[config.mk]
export PLATFORM = sky130hd
export DESIGN_NAME = evt_irq_agg
export DESIGN_NICKNAME = d
export VERILOG_FILES = /design/src/rtl/evt_pkg.sv /design/src/rtl/evt_reg_decode.sv /design/src/rtl/evt_stat_bank.sv /design/src/rtl/evt_irq_agg.sv
export SDC_FILE = /design/constraint.sdc
export NUM_CORES = 1
export LEC_CHECK = 0
export ABC_AREA = 1
export ABC_CLOCK_PERIOD_IN_PS = 1800
export BUFFER_PORTS_ARGS = -buffer_cell sky130_fd_sc_hd__buf_4
export CAP_MARGIN = 10
export CORE_AREA = 2 2 75 77
export DETAILED_ROUTE_END_ITERATION = 8
export DIE_AREA = 0 0 77 79
export PLACE_DENSITY_LB_ADDON = 0.12
export REMOVE_ABC_BUFFERS = 1
export SLEW_MARGIN = 30
export SYNTH_ARGS = -nofsm -noshare
export SYNTH_HDL_FRONTEND = slang
export SYNTH_SLANG_ARGS = --single-unit
[constraint.sdc]
create_clock -name clk_i -period 1.8 [get_ports clk_i]
set_input_delay 0.18 -clock clk_i [delete_from_list [all_inputs] [get_ports clk_i]]
set_output_delay 0.18 -clock clk_i [all_outputs]
set_load 0.01 [all_outputs]
[src/rtl/evt_pkg.sv]
package evt_pkg;
  localparam int unsigned NUM_CLASS = 5;
  localparam int unsigned NUM_BANK  = NUM_CLASS + 1;
  localparam int unsigned BANK_W    = 3;
  localparam int unsigned FN_W      = 3;
  localparam int unsigned ADDR_W    = BANK_W + FN_W;

  typedef enum logic [FN_W-1:0] {
    FN_STAT = 3'd0,
    FN_CLR  = 3'd1,
    FN_MASK = 3'd2,
    FN_MSET = 3'd3,
    FN_MCLR = 3'd4
  } fn_e;

  // classes 2 and 4 are input-direction, the rest output-direction
  function automatic bit class_is_input(int unsigned c);
    return (c == 2) || (c == 4);
  endfunction
endpackage

[src/rtl/evt_reg_decode.sv]
module evt_reg_decode #(
  parameter int unsigned NB = evt_pkg::NUM_BANK
) (
  input  logic                        wr_i,
  input  logic [evt_pkg::ADDR_W-1:0]  addr_i,
  output logic [NB-1:0]               clr_we_o,
  output logic [NB-1:0]               mset_we_o,
  output logic [NB-1:0]               mclr_we_o,
  output logic [evt_pkg::BANK_W-1:0]  bank_o,
  output logic                        bank_ok_o,
  output evt_pkg::fn_e                fn_o
);
  import evt_pkg::*;

  assign bank_o    = addr_i[ADDR_W-1:FN_W];
  assign fn_o      = fn_e'(addr_i[FN_W-1:0]);
  assign bank_ok_o = (32'(bank_o) < NB);

  for (genvar b = 0; b < NB; b++) begin : g_we
    logic hit;
    assign hit          = wr_i && (bank_o == BANK_W'(b));
    assign clr_we_o[b]  = hit && (fn_o == FN_CLR);
    assign mset_we_o[b] = hit && (fn_o == FN_MSET);
    assign mclr_we_o[b] = hit && (fn_o == FN_MCLR);
  end
endmodule

[src/rtl/evt_stat_bank.sv]
module evt_stat_bank #(
  parameter int unsigned W = 4
) (
  input  logic         clk_i,
  input  logic         rst_ni,
  input  logic [W-1:0] evt_i,
  input  logic         clr_we_i,
  input  logic         mset_we_i,
  input  logic         mclr_we_i,
  input  logic [W-1:0] wdata_i,
  output logic [W-1:0] status_o,
  output logic [W-1:0] mask_o,
  output logic         req_o
);
  logic [W-1:0] status_q, mask_q, clr_bits;

  assign clr_bits = clr_we_i ? wdata_i : '0;

  always_ff @(posedge clk_i or negedge rst_ni) begin
    if (!rst_ni) begin
      status_q <= '0;
      mask_q   <= '1;
    end else begin
      // event applied after clear: event wins
      status_q <= (status_q & ~clr_bits) | evt_i;
      if (mset_we_i)      mask_q <= mask_q | wdata_i;
      else if (mclr_we_i) mask_q <= mask_q & ~wdata_i;
    end
  end

  assign status_o = status_q;
  assign mask_o   = mask_q;
  assign req_o    = |(status_q & ~mask_q);

  p_evt_latch_r2: assert property (@(posedge clk_i) disable iff (!rst_ni)
    (evt_i != '0) |=> ((status_q & $past(evt_i)) == $past(evt_i)));
  p_evt_wins_r5: assert property (@(posedge clk_i) disable iff (!rst_ni)
    (clr_we_i && ((evt_i & wdata_i) != '0)) |=> ((status_q & $past(evt_i)) == $past(evt_i)));
  p_hold_r3: assert property (@(posedge clk_i) disable iff (!rst_ni)
    !clr_we_i |=> ((status_q & $past(status_q)) == $past(status_q)));
  p_clear_r3: assert property (@(posedge clk_i) disable iff (!rst_ni)
    clr_we_i |=> ((status_q & $past(wdata_i & ~evt_i)) == '0));
  p_mask_set_r4: assert property (@(posedge clk_i) disable iff (!rst_ni)
    mset_we_i |=> ((mask_q & $past(wdata_i)) == $past(wdata_i)));
  p_mask_clr_r4: assert property (@(posedge clk_i) disable iff (!rst_ni)
    (mclr_we_i && !mset_we_i) |=> ((mask_q & $past(wdata_i)) == '0));
  p_mask_keep_r4: assert property (@(posedge clk_i) disable iff (!rst_ni)
    (!mset_we_i && !mclr_we_i) |=> $stable(mask_q));
endmodule

[src/rtl/evt_irq_agg.sv]
module evt_irq_agg #(
  parameter int unsigned OUT_PORTS = 4,
  parameter int unsigned IN_PORTS  = 3,
  parameter int unsigned DATA_W    = 32,
  localparam int unsigned MaxPorts = (OUT_PORTS > IN_PORTS) ? OUT_PORTS : IN_PORTS
) (
  input  logic                                        clk_i,
  input  logic                                        rst_ni,
  input  logic                                        wr_i,
  input  logic [evt_pkg::ADDR_W-1:0]                  addr_i,
  input  logic [DATA_W-1:0]                           wdata_i,
  output logic [DATA_W-1:0]                           rdata_o,
  input  logic [evt_pkg::NUM_CLASS-1:0][MaxPorts-1:0] evt_i,
  output logic                                        irq_o
);
  import evt_pkg::*;

  localparam int unsigned WMax = (MaxPorts > NUM_CLASS) ? MaxPorts : NUM_CLASS;

  logic [NUM_BANK-1:0]             clr_we, mset_we, mclr_we;
  logic [BANK_W-1:0]               bank;
  logic                            bank_ok;
  fn_e                             fn;
  logic [NUM_BANK-1:0][DATA_W-1:0] stat_pad, mask_pad;
  logic [NUM_CLASS-1:0]            cls_req, top_stat, top_mask;
  logic                            top_req;
  logic [NUM_CLASS-1:0]            evt_pad_unused;
  logic                            wdata_unused;

  evt_reg_decode #(.NB(NUM_BANK)) u_dec (
    .wr_i      (wr_i),
    .addr_i    (addr_i),
    .clr_we_o  (clr_we),
    .mset_we_o (mset_we),
    .mclr_we_o (mclr_we),
    .bank_o    (bank),
    .bank_ok_o (bank_ok),
    .fn_o      (fn)
  );

  for (genvar c = 0; c < NUM_CLASS; c++) begin : g_cls
    localparam int unsigned W = class_is_input(c) ? IN_PORTS : OUT_PORTS;
    logic [W-1:0] st, mk;

    evt_stat_bank #(.W(W)) u_bank (
      .clk_i     (clk_i),
      .rst_ni    (rst_ni),
      .evt_i     (evt_i[c][W-1:0]),
      .clr_we_i  (clr_we[c]),
      .mset_we_i (mset_we[c]),
      .mclr_we_i (mclr_we[c]),
      .wdata_i   (wdata_i[W-1:0]),
      .status_o  (st),
      .mask_o    (mk),
      .req_o     (cls_req[c])
    );

    assign stat_pad[c] = {{(DATA_W-W){1'b0}}, st};
    assign mask_pad[c] = {{(DATA_W-W){1'b0}}, mk};

    if (W < MaxPorts) begin : g_pad
      assign evt_pad_unused[c] = |evt_i[c][MaxPorts-1:W];
    end else begin : g_full
      assign evt_pad_unused[c] = 1'b0;
    end
  end

  evt_stat_bank #(.W(NUM_CLASS)) u_top (
    .clk_i     (clk_i),
    .rst_ni    (rst_ni),
    .evt_i     (cls_req),
    .clr_we_i  (clr_we[NUM_CLASS]),
    .mset_we_i (mset_we[NUM_CLASS]),
    .mclr_we_i (mclr_we[NUM_CLASS]),
    .wdata_i   (wdata_i[NUM_CLASS-1:0]),
    .status_o  (top_stat),
    .mask_o    (top_mask),
    .req_o     (top_req)
  );

  assign stat_pad[NUM_CLASS] = {{(DATA_W-NUM_CLASS){1'b0}}, top_stat};
  assign mask_pad[NUM_CLASS] = {{(DATA_W-NUM_CLASS){1'b0}}, top_mask};
  assign irq_o        = top_req;
  assign wdata_unused = |wdata_i[DATA_W-1:WMax];

  always_comb begin
    rdata_o = '0;
    if (bank_ok) begin
      case (fn)
        FN_STAT: rdata_o = stat_pad[bank];
        FN_MASK: rdata_o = mask_pad[bank];
        default: rdata_o = '0;
      endcase
    end
  end

  p_roll_up_r6: assert property (@(posedge clk_i) disable iff (!rst_ni)
    (((cls_req & ~top_mask) != '0) && !mset_we[NUM_CLASS]) |=> irq_o);
  p_masked_quiet_r8: assert property (@(posedge clk_i) disable iff (!rst_ni)
    (top_mask == '1) |-> !irq_o);
  p_one_write_r9: assert property (@(posedge clk_i) disable iff (!rst_ni)
    $onehot0({clr_we, mset_we, mclr_we}));
endmodule

==> results <==
- Leaving out fill and tap cells, the most frequent cells in the layout are 135 x nand2_1, 40 x inv_1, 40 x buf_4, 32 x o21ai_0.
- The overall overflow remaining after global route is 0.
- The post-route clock period utilization is 91.8%.
- The total wirelength of the detailed-routed design is about 7200 um.
- The clock tree synthesis step divided the H-tree into 2 levels.
- The class of the tightest hold or removal check is in2reg.
- The kind of start point of the critical path is a flop.
- The data required time at the worst endpoint is 1620 ps.
- In this run the clock root is driven by a clkbuf_8.
- The critical path goes through inv_1 -> nor3_1 -> nor2_1 -> nand2_1 -> nand2_1 -> nand2_1 -> buf_4.
- The final instance count without filler cells is 507.
- The fmax is 0.605 GHz.
- Synthesis inferred 46 register bits.
- The leading cell type in the layout, fill and taps excluded is nand2_1.
- The die span in y is 79 um.
- The share of cells above drive strength 1 is between 10% and 20%.
- The total power is 2.25 mW.
- The final layout contains between 400 and 500 nets.
- For this run, asynchronously set or reset flops after synthesis account for 100%.
- Counting flops with a built-in enable in the synthesized netlist gives 0.
- The floorplan step set the die width to 77 um.
- Measured against its own limit, the worst slew margin works out to around three fifths.
- The setup skew after layout is approximately 2.5 ps.
- Averaged over all synthesized cells, the footprint is about 7.2 sq um.
- The area overhead of the layout relative to synthesis is 12.5%.
- The first-pass detailed-route iteration total is 4.
- The cell occurring most often along the worst timing path is nand2_1.
- In this run, placement finished with an instance count of 498.
- After layout, the minimum clock period comes to 1650 ps.
- The wire length of the first global-routing pass is 11,900 um.
- Buffers inserted during clock tree synthesis total 5.
- The total count of max-transition violations in the final report is 0.
- Setup violations remaining at the end of the flow were counted as 0.
- Setup repair after global routing left no endpoint under its margin.
- Synthesis instantiated 26 different standard cells from the library.
- The register-to-register path setup slack is 770 ps.
- The detailed-route wire length per cell is 14.2 um.
- Measured on the finished design, the core utilization comes to 59.6%.
- The pre-CTS setup slack is 321 ps.
- The number of global-route vias before repair came to 2,423.
- The floorplan has 27 rows.
- Entering global routing, the biggest net connects 47 pins.
- The detail route stage leaves a number of antenna-violating nets equal to 0.
- The initial core utilization is 53.0%.
- For the worst-skew pair, the clock arrives at the later sink with an insertion delay of around 300 ps.
- The Yosys step of the flow raised 0 warnings.
- The main flop type after synthesis is dfstp_2.
- Clock-pin slew was measured on the worst setup and hold paths at 80 ps.
- The number of antenna violations at the first check in global routing is 0.
- The die covers 6080 sq um.
- The biggest cell delay along the critical path is 540 ps.
- For this run, the register share of the synthesized area comes to between 40% and 50%.
- The setup TNS is 0 ps.
- The buffer and inverter count on the worst path is 2.
- The slowest stage of the critical path is the dfstp_2 cell.
- The count of clock tree sinks is 46.
- The clock passes through at most 2 buffers.
- The final count of hold timing violations is 0.
- Broken down by cell family, the worst path's largest delay share belongs to flip-flops.
- The total leakage power is around 1.7 nW.
- The count of input and output buffers is 37.
- Global routing used 25.2% of the available tracks across all layers.
- The highest net fanout along the worst path is 2.
- At the end of routability-driven placement, the weighted congestion stood at 0.951.
- TritonCTS built the clock tree.
- The sort of element at the end of the critical path is a primary output.
- The via count normalized by instance count is 5.03.
- The post-synthesis cell count is 394.
- The data arrival time of the critical path is 1470 ps.
- For this run, design rule violations remaining after detail routing come to 0.
- The max-cap violation count is 0.
- The first-iteration detailed-routing DRC count is 128.
- The buffers inserted during post-CTS setup optimization is 0.
- The worst path meets setup with 147 ps of slack.
- Across all layers, the routed design uses 2,548 vias.
- The final antenna diode count is 0.
- At the pin with the least slew margin, the transition time is 588 ps.
- During I/O placement, the number of pins put on the boundary was 94.
- The run finished with clean final reports.
- Dividing total power by cell area gives a power density of 708 nW/um^2.
- The core region is 5340 sq um.
- Summed over all nets, the half-perimeter wirelength after detailed placement is 5420 um.
- Summing every instance area after synthesis gives around 2800 sq um.
- VDD sags by at most 410 uV.
- The critical path class is reg2out.
routing by layer:
metal | wire [um] | GRT usage [%] | share of wire, % | vias up
met4 | 136 | 8.93 | 1.9 | 0
met2 | 3340 | 40.7 | 46 | 77
met5 | 0 | 0 | 0 | -
li1 | - | - | - | 1268
met3 | 324 | 4.32 | 4.5 | 11
met1 | 3420 | 34.6 | 47 | 1192
timing repair:
| item | 4_1_cts | 5_1_grt |
|---|---|---|
| hold buffers | 1 | 0 |
| gates resized for setup | 0 | 0 |
| endpoints found under the hold margin | 23 | 0 |
| setup endpoints to repair | 0 | 0 |
metrics by stage:
stage               area, sq um  hold slack (ps)
global placement           3080              219
detailed placement         3080              225
finish                     3180             58.7
global route               3180             52.8
CTS                        3180             54.0
floorplan                  2690             -116
kinds of logic after synthesis:
kind of cell	after synthesis	synth area share (%)
AND/OR/NAND/NOR	195	29.2
buffers and inverters	79	14.4
AO/OA/AOI/OAI	73	14.6
flip-flops	46	41.7
other	1	0.133
layout make-up:
type / count / area, sq um
fillers: 530 / 2160
multi-input cells: 295 / 1340
flip-flops and latches: 46 / 1180
repair buffers: 41 / 310
inverters: 45 / 170
well taps: 72 / 90.1
clock buffers: 7 / 86.3
clock inverters: 1 / 5.00
report_power, final:
group	internal, mW	switching, mW
combinational	0.137	0.252
sequential	1.15	0.0514
clock	0.310	0.348
total	1.60	0.651
cells in the mapped netlist, types with 2 or more instances:
library cell | n | area share, %
a21oi_1 | 4 | 0.71
buf_2 | 3 | 0.53
buf_4 | 28 | 7.4
clkbuf_1 | 3 | 0.40
dfrtp_1 | 23 | 20
dfstp_2 | 23 | 21
inv_1 | 40 | 5.3
inv_2 | 3 | 0.40
nand2_1 | 135 | 18
nand2_2 | 4 | 0.88
nand3_1 | 18 | 3.2
nor2_1 | 27 | 3.6
nor2_4 | 2 | 0.80
nor3_1 | 3 | 0.53
nor3_2 | 2 | 0.71
o21ai_0 | 32 | 5.7
o21ai_1 | 14 | 2.5
o21bai_1 | 15 | 4.0
o22ai_1 | 8 | 1.8
path summary, 6_finish.rpt:
check                           startpoint                                     to  cells after the start
worst max-delay path                  flop                             rdata_o[1]                      7
worst min-delay path             evt_i[17]  g_cls[4].u_bank.status_o[1]$_DFF_PN0_                      3
worst max register to register        flop            u_top.status_o[1]$_DFF_PN0_                      5
worst min register to register        flop                                   flop                      2
max in group asynchronous           rst_ni  g_cls[4].u_bank.status_o[0]$_DFF_PN0_                      2
min in group asynchronous           rst_ni  g_cls[1].u_bank.status_o[3]$_DFF_PN0_                      2
worst min-delay path: stages:
cell	delay (ps)
buf_4	80
inv_1	30
nand2_1	50
Note: power is estimated with default switching activity, not from simulation.
